### config.mk
export PLATFORM = sky130hd
export DESIGN_NAME = rx_bit_stream_fifo
export DESIGN_NICKNAME = d
export VERILOG_FILES = /design/src/rtl/rxfs_pkg.sv /design/src/rtl/rxfs_frame_ctrl.sv /design/src/rtl/rxfs_bit_fifo.sv /design/src/rtl/rxfs_strobe_gen.sv /design/src/rtl/rx_bit_stream_fifo.sv
export SDC_FILE = /design/constraint.sdc
export NUM_CORES = 1
export LEC_CHECK = 0
export BUFFER_PORTS_ARGS = -buffer_cell sky130_fd_sc_hd__buf_4
export CAP_MARGIN = 15
export CORE_ASPECT_RATIO = 1.4
export CORE_MARGIN = 2
export CORE_UTILIZATION = 40
export DETAILED_ROUTE_END_ITERATION = 8
export GPL_TIMING_DRIVEN = 0
export PLACE_DENSITY = 0.7
export SLEW_MARGIN = 20
export SYNTH_ARGS = -nofsm -noshare
export SYNTH_HDL_FRONTEND = slang
export SYNTH_SLANG_ARGS = --single-unit
### constraint.sdc
create_clock -name clk -period 3 [get_ports clk]
set_input_delay 0.3 -clock clk [delete_from_list [all_inputs] [get_ports clk]]
set_output_delay 0.3 -clock clk [all_outputs]
set_load 0.005 [all_outputs]
### src/rtl/rxfs_pkg.sv
package rxfs_pkg;
   // Control decisions shared by the frame controller and the datapath
   typedef struct packed {
      logic clr;       // FIFO initialisation request this cycle
      logic accept;    // decoded bit is taken this cycle
      logic locked;    // end-of-message lock held
      logic in_frame;  // frame window open
   } rxfs_ctl_t;

   typedef enum logic {
      PIN_SEL_A = 1'b0,
      PIN_SEL_B = 1'b1
   } rxfs_pin_e;

   localparam int unsigned RXFS_NUM_PINS = 2;
endpackage

### src/rtl/rxfs_frame_ctrl.sv
module rxfs_frame_ctrl
   import rxfs_pkg::*;
(
   input  logic      clk,
   input  logic      rst_n,
   input  logic      bit_vld,
   input  logic      cycle_start,
   input  logic      sync_hit,
   input  logic      eom_hit,
   input  logic      cfg_init_cycle,
   input  logic      cfg_init_frame,
   input  logic      cfg_lock_eom,
   output rxfs_ctl_t ctl
);
   logic frame_q;
   logic lock_q;
   logic clr_req;

   assign clr_req = (cycle_start & cfg_init_cycle) | (sync_hit & cfg_init_frame);

   always_ff @(posedge clk) begin
      if (!rst_n) begin
         frame_q <= 1'b0;
      end else if (sync_hit) begin
         frame_q <= 1'b1;
      end else if (cycle_start) begin
         frame_q <= 1'b0;
      end
   end

   // The lock is set by end of message; a clear releases it
   always_ff @(posedge clk) begin
      if (!rst_n) begin
         lock_q <= 1'b0;
      end else if (eom_hit && cfg_lock_eom) begin
         lock_q <= 1'b1;
      end else if (clr_req) begin
         lock_q <= 1'b0;
      end
   end

   always_comb begin
      ctl.clr      = clr_req;
      ctl.locked   = lock_q;
      ctl.in_frame = frame_q;
      ctl.accept   = bit_vld & frame_q & ~lock_q & ~clr_req;
   end
endmodule

### src/rtl/rxfs_bit_fifo.sv
module rxfs_bit_fifo #(
   parameter int unsigned DEPTH = 32,
   localparam int unsigned AW = (DEPTH > 1) ? $clog2(DEPTH) : 1,
   localparam int unsigned CW = $clog2(DEPTH + 1)
) (
   input  logic          clk,
   input  logic          rst_n,
   input  logic          clr,
   input  logic          wr_en,
   input  logic          wr_bit,
   input  logic          rd_en,
   output logic          rd_bit,
   output logic [CW-1:0] cnt,
   output logic          full,
   output logic          empty,
   output logic          ovf
);
   logic [DEPTH-1:0] mem_q;
   logic [AW-1:0]    wr_ptr_q, rd_ptr_q;
   logic [AW-1:0]    wr_ptr_nx, rd_ptr_nx;
   logic [CW-1:0]    cnt_q;
   logic             wr_ok, rd_ok;

   assign full  = (cnt_q == CW'(DEPTH));
   assign empty = (cnt_q == '0);
   assign wr_ok = wr_en & ~full & ~clr;
   assign rd_ok = rd_en & ~empty & ~clr;

   // Pointer advance: free wrap for power-of-two depth, compare otherwise
   generate
      if ((1 << AW) == DEPTH) begin : g_pow2_wrap
         assign wr_ptr_nx = wr_ptr_q + AW'(1);
         assign rd_ptr_nx = rd_ptr_q + AW'(1);
      end else begin : g_cmp_wrap
         assign wr_ptr_nx = (wr_ptr_q == AW'(DEPTH - 1)) ? '0 : wr_ptr_q + AW'(1);
         assign rd_ptr_nx = (rd_ptr_q == AW'(DEPTH - 1)) ? '0 : rd_ptr_q + AW'(1);
      end
   endgenerate

   always_ff @(posedge clk) begin
      if (!rst_n || clr) begin
         wr_ptr_q <= '0;
         rd_ptr_q <= '0;
         cnt_q    <= '0;
      end else begin
         if (wr_ok) wr_ptr_q <= wr_ptr_nx;
         if (rd_ok) rd_ptr_q <= rd_ptr_nx;
         case ({wr_ok, rd_ok})
            2'b10:   cnt_q <= cnt_q + CW'(1);
            2'b01:   cnt_q <= cnt_q - CW'(1);
            default: cnt_q <= cnt_q;
         endcase
      end
   end

   always_ff @(posedge clk) begin
      if (!rst_n || clr) begin
         ovf <= 1'b0;
      end else if (wr_en && full) begin
         ovf <= 1'b1;
      end
   end

   always_ff @(posedge clk) begin
      if (!rst_n) begin
         mem_q <= '0;
      end else if (wr_ok) begin
         mem_q[wr_ptr_q] <= wr_bit;
      end
   end

   assign rd_bit = mem_q[rd_ptr_q];
   assign cnt    = cnt_q;
endmodule

### src/rtl/rxfs_strobe_gen.sv
module rxfs_strobe_gen
   import rxfs_pkg::*;
#(
   parameter int unsigned PHASES       = 16,
   parameter int unsigned STROBE_PHASE = 1,
   localparam int unsigned PW = $clog2(PHASES)
) (
   input  logic                     clk,
   input  logic                     rst_n,
   input  rxfs_ctl_t                ctl,
   input  logic                     bit_val,
   input  logic                     phase_tick,
   input  logic                     pin_sel,
   output logic [RXFS_NUM_PINS-1:0] pins,
   output logic                     strobe
);
   logic [PW-1:0] phase_q;
   logic          ser_q;
   logic          arm_q;

   // Phase counter restarts on every accepted bit and saturates at the top
   always_ff @(posedge clk) begin
      if (!rst_n) begin
         phase_q <= PW'(PHASES - 1);
      end else if (ctl.accept) begin
         phase_q <= '0;
      end else if (phase_tick && (phase_q != PW'(PHASES - 1))) begin
         phase_q <= phase_q + PW'(1);
      end
   end

   always_ff @(posedge clk) begin
      if (!rst_n) begin
         ser_q <= 1'b0;
         arm_q <= 1'b0;
      end else if (ctl.accept) begin
         ser_q <= bit_val;
         arm_q <= 1'b1;
      end else if (ctl.clr) begin
         arm_q <= 1'b0;
      end
   end

   assign strobe = arm_q & ~ctl.locked & (phase_q == PW'(STROBE_PHASE));

   generate
      for (genvar p = 0; p < RXFS_NUM_PINS; p++) begin : g_pin
         assign pins[p] = ser_q & (pin_sel == 1'(p));
      end
   endgenerate
endmodule

### src/rtl/rx_bit_stream_fifo.sv
module rx_bit_stream_fifo
   import rxfs_pkg::*;
#(
   parameter int unsigned DEPTH        = 32,
   parameter int unsigned PHASES       = 16,
   parameter int unsigned STROBE_PHASE = 1,
   localparam int unsigned CW = $clog2(DEPTH + 1)
) (
   input  logic          clk,
   input  logic          rst_n,
   input  logic          bit_vld,
   input  logic          bit_val,
   input  logic          phase_tick,
   input  logic          cycle_start,
   input  logic          sync_hit,
   input  logic          eom_hit,
   input  logic          cfg_init_cycle,
   input  logic          cfg_init_frame,
   input  logic          cfg_lock_eom,
   input  logic          cfg_pin_sel,
   input  logic          rd_en,
   output logic          rd_data,
   output logic [CW-1:0] fifo_cnt,
   output logic          fifo_empty,
   output logic          fifo_full,
   output logic          fifo_ovf,
   output logic          pin_a,
   output logic          pin_b,
   output logic          strobe
);
   generate
      if (DEPTH < 2 || PHASES < 4 || STROBE_PHASE < 1 || STROBE_PHASE >= PHASES) begin : g_bad_cfg
         initial $error("rx_bit_stream_fifo: illegal DEPTH/PHASES/STROBE_PHASE");
      end
   endgenerate

   rxfs_ctl_t                ctl;
   logic [RXFS_NUM_PINS-1:0] pins;
   logic                     frame_open;
   logic                     lock_q;

   rxfs_frame_ctrl u_ctrl (
      .clk            (clk),
      .rst_n          (rst_n),
      .bit_vld        (bit_vld),
      .cycle_start    (cycle_start),
      .sync_hit       (sync_hit),
      .eom_hit        (eom_hit),
      .cfg_init_cycle (cfg_init_cycle),
      .cfg_init_frame (cfg_init_frame),
      .cfg_lock_eom   (cfg_lock_eom),
      .ctl            (ctl)
   );

   rxfs_bit_fifo #(.DEPTH(DEPTH)) u_fifo (
      .clk    (clk),
      .rst_n  (rst_n),
      .clr    (ctl.clr),
      .wr_en  (ctl.accept),
      .wr_bit (bit_val),
      .rd_en  (rd_en),
      .rd_bit (rd_data),
      .cnt    (fifo_cnt),
      .full   (fifo_full),
      .empty  (fifo_empty),
      .ovf    (fifo_ovf)
   );

   rxfs_strobe_gen #(.PHASES(PHASES), .STROBE_PHASE(STROBE_PHASE)) u_strb (
      .clk        (clk),
      .rst_n      (rst_n),
      .ctl        (ctl),
      .bit_val    (bit_val),
      .phase_tick (phase_tick),
      .pin_sel    (cfg_pin_sel),
      .pins       (pins),
      .strobe     (strobe)
   );

   assign pin_a      = pins[PIN_SEL_A];
   assign pin_b      = pins[PIN_SEL_B];
   assign frame_open = ctl.in_frame;
   assign lock_q     = ctl.locked;
endmodule

==> results.md, run 1 <==
* Hold Path End: u_ctrl.frame_q$_SDFFE_PN0P_
* Fillcell total at 666
* Compound-Gate Fraction of Synth Area at 26.9%
* Clock buffer depth at 2
* Mux share of post-synthesis cell area at 8.13%
* FF-to-FF path depth at 9
* Post-Synthesis Cells at 312
* Clock tree from TritonCTS: built
* Simple-Gate Fraction of Synth Area at 14.1%
* Initial antenna violation count at 0
* First drt pass iteration count at 4
* Sequential share of the synthesized area at 37.5%
* Unrepaired setup endpoints after global routing: no
* Hold Crit Start: sync_hit
* Adder-cell share of the synthesized area at 5.59%
* Clock transition at path regs at 0.07 ns
* Overall routing resource usage at 20.8%
* Port buffer count at 25
* Total I/O pin count at 26
* Starting DRT DRC Count at 241
* DIE AREA at 8340 sq um
* Final hold violations at 0
* Skew-Pair Late Insertion Delay at 0.35 ns
* Total number of vias at 2,815
* RR Startpoint: u_fifo.cnt[0]$_SDFFE_PP0P_
* Setup TNS at 0 ns
* Wire per inst at 18.3 um
* Synth Area in XOR/XNOR at 2.01%
* Overall routed net length at 8.31 mm
* Fin crit share at 94.6%
* WHS at 0.176 ns
* Main combinational cell family by area after synthesis: compound AO/OA/AOI/OAI gates
* Total CTS buffers at 9
* First-pass GRT wire length at 13.5 mm
* Initial Util at 41.4%
* Synth Net Count at 338
* Clk Tree Root Cell: clkbuf_8
* Fmax at 0.352 GHz
* Layout cells sized above 1 at 21.6%
* Crit path max fanout at 9
* Worst setup margin at 0.162 ns
* Final setup violating endpoints at 0
* Max_cap viols at 0
* Routability congestion estimate at 0.821
* Setup crit start kind: flop
* Setup WS pre-CTS at -0.290 ns
* Final core occ at 49.2%
* Ys flop type: dfxtp_1
* Global route overflow at 0
* Synth-to-layout area growth at 18.9%
* Clock skew at 0.00959 ns
* Hold crit path type: in2reg
* # H-tree levels at 3
* Power Total at 1730 uW
* Kind of critical path: reg2reg
* Fin. max-slew vios at 0
* Number of synthesized flops with an enable pin at 0
* Mapped Area at 3050 sq um
* DRC Markers at 0
* Final #Nets at 377
* Die X at 77.7 um
* Worst Path Arrival at 3.11 ns
* Pwr per Cell Area at 479 nW/um^2
* Worst EP required at 3.27 ns
* DIE HEIGHT at 107 um
* Core area at 7360 sq um
* DP HPWL at 5.88 mm
* Yosys Warn Count at 0
* R2r endpoint: u_fifo.cnt[5]$_SDFFE_PP0P_
* Vias in the first global route at 2,722
* Final ANT Viol Nets at 0
* Rows at 37
* Status: complete, no violations
* Fraction of registers with async set/reset at 0%
* CP endpoint kind: flop
* Largest net degree at the start of global routing at 11
* Unique cell type count in the Yosys netlist at 56
* Vias/cell at 6.21
* Slew headroom at 58.8%
* Final Critical Period at 2.84 ns
* Leakage at 0.00133 uW
* Worst R2R Setup Slack at 0.16 ns
* Least-Margin Pin Slew at 0.619 ns
* # diodes at 0
* CTS sink count at 57
* Flip-flop and latch count after synthesis at 57
* Synthesized area per cell at 9.76 sq um
* Hold path cells at 2
* Peak VDD IR at 0.000517 V
[through the flow]
step | std cells | area (sq um)
floorplan | 312 | 3050
global placement | 434 | 3350
detailed placement | 434 | 3350
CTS | 450 | 3580
global route | 453 | 3620
finish | 453 | 3620
[critical path, stage by stage, from the launching register on]
cell and delay [ns]:
dfxtp_2 0.36, or4_4 0.58, or3b_4 0.47, nand2_1 0.13, ha_4 0.20, ha_1 0.30, nor4b_2 0.24, a311oi_1 0.10
a31o_2 0.26, a21oi_1 0.12
[where the power goes]
group / switching (uW) / internal, uW / total [uW] / leakage (uW)
clock: 323 / 400 / 723 / 0.000102
combinational: 104 / 87.5 / 191 / 0.000765
sequential: 30.7 / 789 / 820 / 0.000461
[state kept, by name, indices dropped and copies added, names as in the netlist]
register	cells
u_strb.arm_q	1
u_strb.ser_q	1
u_fifo.rd_ptr_q	5
u_strb.phase_q	4
u_ctrl.lock_q	1
u_fifo.ovf	1
u_fifo.wr_ptr_q	5
u_fifo.mem_q	32
u_fifo.cnt	6
u_ctrl.frame_q	1
[layout by cell type, fill, tap and decap left out, types with 3 or more instances in the layout]
cell / count
inv_1: 6
o31ai_1: 5
o311ai_0: 25
dfxtp_1: 56
nand3b_1: 3
or4_1: 3
a21oi_1: 12
clkbuf_1: 20
o41ai_1: 31
clkbuf_8: 10
o21ai_0: 6
nand3_1: 13
mux4_2: 4
and2_1: 4
buf_4: 33
clkinv_2: 4
o311ai_1: 6
o21ai_1: 5
mux2i_1: 6
mux2_2: 4
nor2b_1: 3
nor2_1: 15
ha_1: 11
nand2_1: 13
xor2_1: 5
buf_2: 3
or3_1: 5
[per-layer routing]
metal  wire length, um  up-vias  track usage [%]
met2              4390      113             37.4
met5                 0        -                0
met3               449       21             3.96
met1              3240     1349             23.1
met4               230        0             10.3
li1                  -     1332                -
[how the worst max path moves through the flow]
stage / depth (start not counted) / slack [ns] / start / to
final: 9 / 0.16 / u_fifo.cnt[0]$_SDFFE_PP0P_ / u_fifo.cnt[5]$_SDFFE_PP0P_
after floorplan: 9 / 0.07 / u_fifo.cnt[0]$_SDFFE_PP0P_ / u_fifo.cnt[5]$_SDFFE_PP0P_
after global routing: 9 / 0.05 / u_fifo.cnt[0]$_SDFFE_PP0P_ / u_fifo.cnt[5]$_SDFFE_PP0P_
after global placement: 11 / -0.22 / cfg_init_frame / u_fifo.cnt[5]$_SDFFE_PP0P_
after detailed placement: 9 / -0.29 / u_fifo.cnt[0]$_SDFFE_PP0P_ / u_fifo.cnt[5]$_SDFFE_PP0P_
after CTS: 9 / 0.02 / u_fifo.cnt[0]$_SDFFE_PP0P_ / u_fifo.cnt[5]$_SDFFE_PP0P_
[cell type report]
type / count / area (sq um) / area share, %
repair buffers: 29 / 218 / 6.01
inverters: 7 / 31.3 / 0.864
flip-flops and latches: 57 / 1140 / 31.6
multi-input cells: 216 / 1770 / 48.8
well taps: 97 / 121 / 3.35
clock buffers: 10 / 138 / 3.80
plain buffers: 31 / 145 / 4.01
clock inverters: 6 / 57.6 / 1.59
[logic make-up (layout without fill, tap and decap cells)]
family	Yosys count	in the layout
simple gates	76	76
flops	57	57
xor+xnor	7	7
compound gates	104	104
fa+ha+maj	13	13
buf+inv	39	83
mux	16	16
[timing repair]
| action | 4_1_cts | 5_1_grt |
|---|---|---|
| pin swaps | 0 | 2 |
| gates cloned | 0 | 0 |
| hold buffers | 0 | 0 |
| setup endpoints to repair | 3 | 4 |
| resized for setup | 6 | 6 |
| setup buffers | 0 | 4 |
[synthesized netlist by cell type (2+ instances only)]
| cell type | instances | area share, % |
|---|---|---|
| dfxtp_1 | 57 | 37 |
| nand3_1 | 13 | 2.1 |
| nand3b_1 | 3 | 0.74 |
| buf_2 | 3 | 0.49 |
| mux2i_1 | 6 | 2.0 |
| inv_1 | 6 | 0.74 |
| a21oi_1 | 12 | 2.0 |
| a311oi_1 | 2 | 0.58 |
| nor4b_1 | 2 | 0.58 |
| a21o_1 | 2 | 0.49 |
| mux4_2 | 4 | 3.0 |
| xor2_1 | 5 | 1.4 |
| o311ai_0 | 25 | 7.2 |
| o311ai_1 | 6 | 1.7 |
| or4_1 | 3 | 0.74 |
| xnor2_1 | 2 | 0.58 |
| o21ai_1 | 3 | 0.49 |
| clkbuf_1 | 23 | 2.8 |
| ha_1 | 12 | 4.9 |
| mux2_2 | 4 | 1.5 |
| o21ai_0 | 8 | 1.3 |
| o31ai_1 | 5 | 1.2 |
| o41ai_1 | 31 | 8.9 |
| or3_1 | 5 | 1.0 |
| nor2b_1 | 3 | 0.62 |
| and3_1 | 2 | 0.41 |
| buf_4 | 4 | 0.99 |
| and2_1 | 4 | 0.82 |
| nor2_1 | 15 | 1.8 |
| or3b_2 | 2 | 0.58 |
| mux4_1 | 2 | 1.7 |
| nand2_1 | 13 | 1.6 |
| a211oi_1 | 2 | 0.49 |
(Power assumes the default switching activity.)
==> inputs of run 2 (changes only) <==
Clock period 3 ns to 2.4 ns, I/O delays scaled along.
==> run 2 against run 1 <==
  * Routed wire length fell by 0.47%
  * Worst hold slack worse by 0.068 ns
  * Critical endpoint unchanged
  * Design area is 4.8% higher
  * Critical path type unchanged
  * The run now ends with negative setup slack left
  * Global-route usage grew 0.27 points
==> results.md, run 2 (synthesized netlist as in run 1, its figures left out) <==
* Status: complete, but fails checks
* Failing checks: negative setup slack
* DIE AREA at 8340 sq um (unchanged)
* Crit path launch: u_fifo.cnt[2]$_SDFFE_PP0P_
* Total number of vias at 2,809 (-0.21%)
* Switching Fraction at 26.2% (-0.17 points)
* Clk Tree Root Cell: clkbuf_8
* Unrepaired setup endpoints after global routing: yes
* Hold Path End: u_ctrl.frame_q$_SDFFE_PN0P_
* Final setup violating endpoints at 6 (+6)
* # H-tree levels at 3 (unchanged)
* Setup TNS at -0.802 ns (-0.802 ns)
* Skew-Pair Late Insertion Delay at 0.35 ns (about the same)
* Switch Pwr at 563 uW (+23%)
* Starting DRT DRC Count at 239 (-0.83%)
* Least-Margin Pin Slew at 0.634 ns (+0.0158 ns)
* Worst Path Arrival at 2.93 ns (-0.18 ns)
* DRC Markers at 0 (unchanged)
* Synth-to-layout area growth at 24.6%
* Commonest cells after routing, fill and taps aside: dfxtp_1 (51), buf_4 (37), o41ai_1 (31), o311ai_0 (25), clkbuf_1 (21)
* # diodes at 0 (unchanged)
* RR Startpoint: u_fifo.cnt[2]$_SDFFE_PP0P_
* Wire per inst at 18.0 um (-1.8%)
* Global route hottest layer: met2
* FF-to-FF path depth at 10 (+1)
* Overall routed net length at 8.27 mm (-0.47%)
* Logic pwr share at 11.4% (+0.4 points)
* Pwr per Cell Area at 566 nW/um^2 (+18%)
* Seq pwr share at 47.6% (+0.3 points)
* Max_cap viols at 0 (unchanged)
* Global route overflow at 0 (unchanged)
* Final #Nets at 383 (+1.6%)
* Total I/O pin count at 26 (unchanged)
* Core area at 7360 sq um (unchanged)
* CP delay by family, top: simple AND/OR/NAND/NOR gates
* Hold crit path type: in2reg
* Max FFs per register at 32 (unchanged)
* Port buffer count at 25 (unchanged)
* Vias in the first global route at 2,756 (+1.2%)
* Design area at 3790 sq um (+4.8%)
* Slowest cell on crit path: or4_4
* DP Area at 3450 sq um (+2.9%)
* M1 GR Usage at 23.3% (+0.23 points)
* CP dominant cell by count: ha_4
* Leakage at 0.00134 uW (+0.72%)
* Clock tree from TritonCTS: built
* Worst R2R Setup Slack at -0.24 ns (-0.41 ns)
* Final Critical Period at 2.64 ns (-0.194 ns)
* Worst setup margin at -0.244 ns (-0.406 ns)
* First-pass GRT wire length at 13.6 mm (+0.56%)
* Hold Crit Start: sync_hit
* Rows at 37 (unchanged)
* Met2 Usage GRT at 37.9% (+0.49 points)
* Clock transition at path regs at 0.07 ns (about the same)
* CP Buf/Inv Count at 2 (+2)
* CP endpoint kind: flop
* Crit path max fanout at 6 (-3)
* P_int at 1580 uW (+24%)
* CTS sink count at 57 (unchanged)
* Worst EP required at 2.68 ns (-0.59 ns)
* Largest net degree at the start of global routing at 11 (unchanged)
* Critical Path Max Stage Delay at 0.55 ns (-0.03 ns)
* Vias/cell at 6.12 (-1.5%)
* Setup crit start kind: flop
* Layout cells sized above 1 at 27.9% (+6.3 points)
* Fmax at 0.378 GHz (+7.3%)
* Clk network pwr share at 41.0% (-0.7 points)
* Clock buffer depth at 2 (unchanged)
* Clock skew at 0.00820 ns (-0.00140 ns)
* First drt pass iteration count at 4 (unchanged)
* Routability congestion estimate at 0.838 (+2.1%)
* Most common cell after layout, fill and taps aside: dfxtp_1
* Fin. max-slew vios at 0 (unchanged)
* Fillcell total at 673 (+1.1%)
* Slew headroom at 57.7% (-1.1 points)
* CP Cell Sequence: or4_4 > buf_6 > o311ai_4 > inv_2 > ha_4 > ha_4 > o21ai_1 > nand4bb_1 > a31o_2 > a21oi_2
* Reg with most FFs: u_fifo.mem_q
* GR Layer Usage met3 at 3.87% (-0.084 points)
* Hold path cells at 2 (unchanged)
* Final ANT Viol Nets at 0 (unchanged)
* Initial antenna violation count at 0 (unchanged)
* Overall routing resource usage at 21.1% (+0.27 points)
* DIE HEIGHT at 107 um (unchanged)
* Total CTS buffers at 9 (unchanged)
* Die X at 77.7 um (unchanged)
* Final hold violations at 0 (unchanged)
* Initial Util at 41.4% (unchanged)
* R2r endpoint: u_fifo.cnt[5]$_SDFFE_PP0P_
* Kind of critical path: reg2reg
* Fin crit share at 110% (+16 points)
* DP HPWL at 5.74 mm (-2.3%)
* Peak VDD IR at 0.000595 V (+15%)
[run 2: cell types whose count changed in the layout (fill, tap and decap cells not counted), moves of 2 or more]
cell      change
a21oi_1       -2
a21oi_2       +2
buf_4         +4
buf_6         +2
clkbuf_8      +3
clkinv_2      -4
dfxtp_1       -5
dfxtp_4       +4
ha_1          -4
ha_4          +4
mux4_1        -2
mux4_2        +2
[run 2: power groups by stage]
stage / Clock (uW) / Sequential, uW / Combinational [uW]
after floorplan: 0 / 1040 / 178
after global placement: 0 / 1040 / 230
after detailed placement: 0 / 1050 / 240
after CTS: 883 / 1020 / 244
after global routing: 920 / 1030 / 276
final: 881 / 1020 / 244
[run 2: what timing repair did]
action	4_1_cts	5_1_grt
gates resized for setup	21	9
pin swaps	12	4
gates cloned	0	0
buffers inserted	10	1
hold buffers	0	0
endpoints found under the setup margin	6	7
[run 2: worst reg2reg max path, delay by kind of cell (launching register included)]
family | cells | cell delay (ns)
adders and majority gates | 2 | 0.52
AOI/OAI and AO/OA | 4 | 0.74
and+or+nand+nor | 2 | 0.77
buffers and inverters | 2 | 0.22
DFF | 1 | 0.34
[run 2: metal layers]
metal	wire length, um	up-vias
met5	0	-
met4	285	0
met3	319	19
met2	4340	75
met1	3320	1382
li1	-	1333
[run 2: how the worst max path moves through the flow]
stage | cells past startpoint | slack [ns] | to
3_5_place_dp | 11 | -0.55 | u_fifo.cnt[5]$_SDFFE_PP0P_
2_1_floorplan | 9 | -0.18 | u_fifo.cnt[4]$_SDFFE_PP0P_
6_report | 10 | -0.24 | u_fifo.cnt[5]$_SDFFE_PP0P_
4_1_cts | 9 | -0.26 | u_fifo.cnt[5]$_SDFFE_PP0P_
3_3_place_gp | 11 | -0.50 | u_fifo.cnt[5]$_SDFFE_PP0P_
5_1_grt | 10 | -0.37 | u_fifo.cnt[4]$_SDFFE_PP0P_
[run 2: cell type report]
class	instances	area, sq um	share of cell area (%)
plain buffers	30	154	4.06
clock buffers	15	186	4.91
clock inverters	1	7.51	0.198
inverters	7	31.3	0.824
multi-input cells	216	1860	49.1
flip-flops and latches	57	1160	30.5
well taps	97	121	3.20
repair buffers	36	274	7.22
[run 2: stage by stage]
step	util (%)	instances	setup slack (ns)	total power (uW)	hold slack, ns
after floorplan	-	312	-0.182	1210	0.364
after global placement	46.9	434	-0.500	1270	0.450
after detailed placement	46.9	434	-0.553	1290	0.470
after CTS	51.2	459	-0.256	2150	0.106
after global routing	51.6	459	-0.372	2220	0.121
final	51.6	459	-0.244	2150	0.108
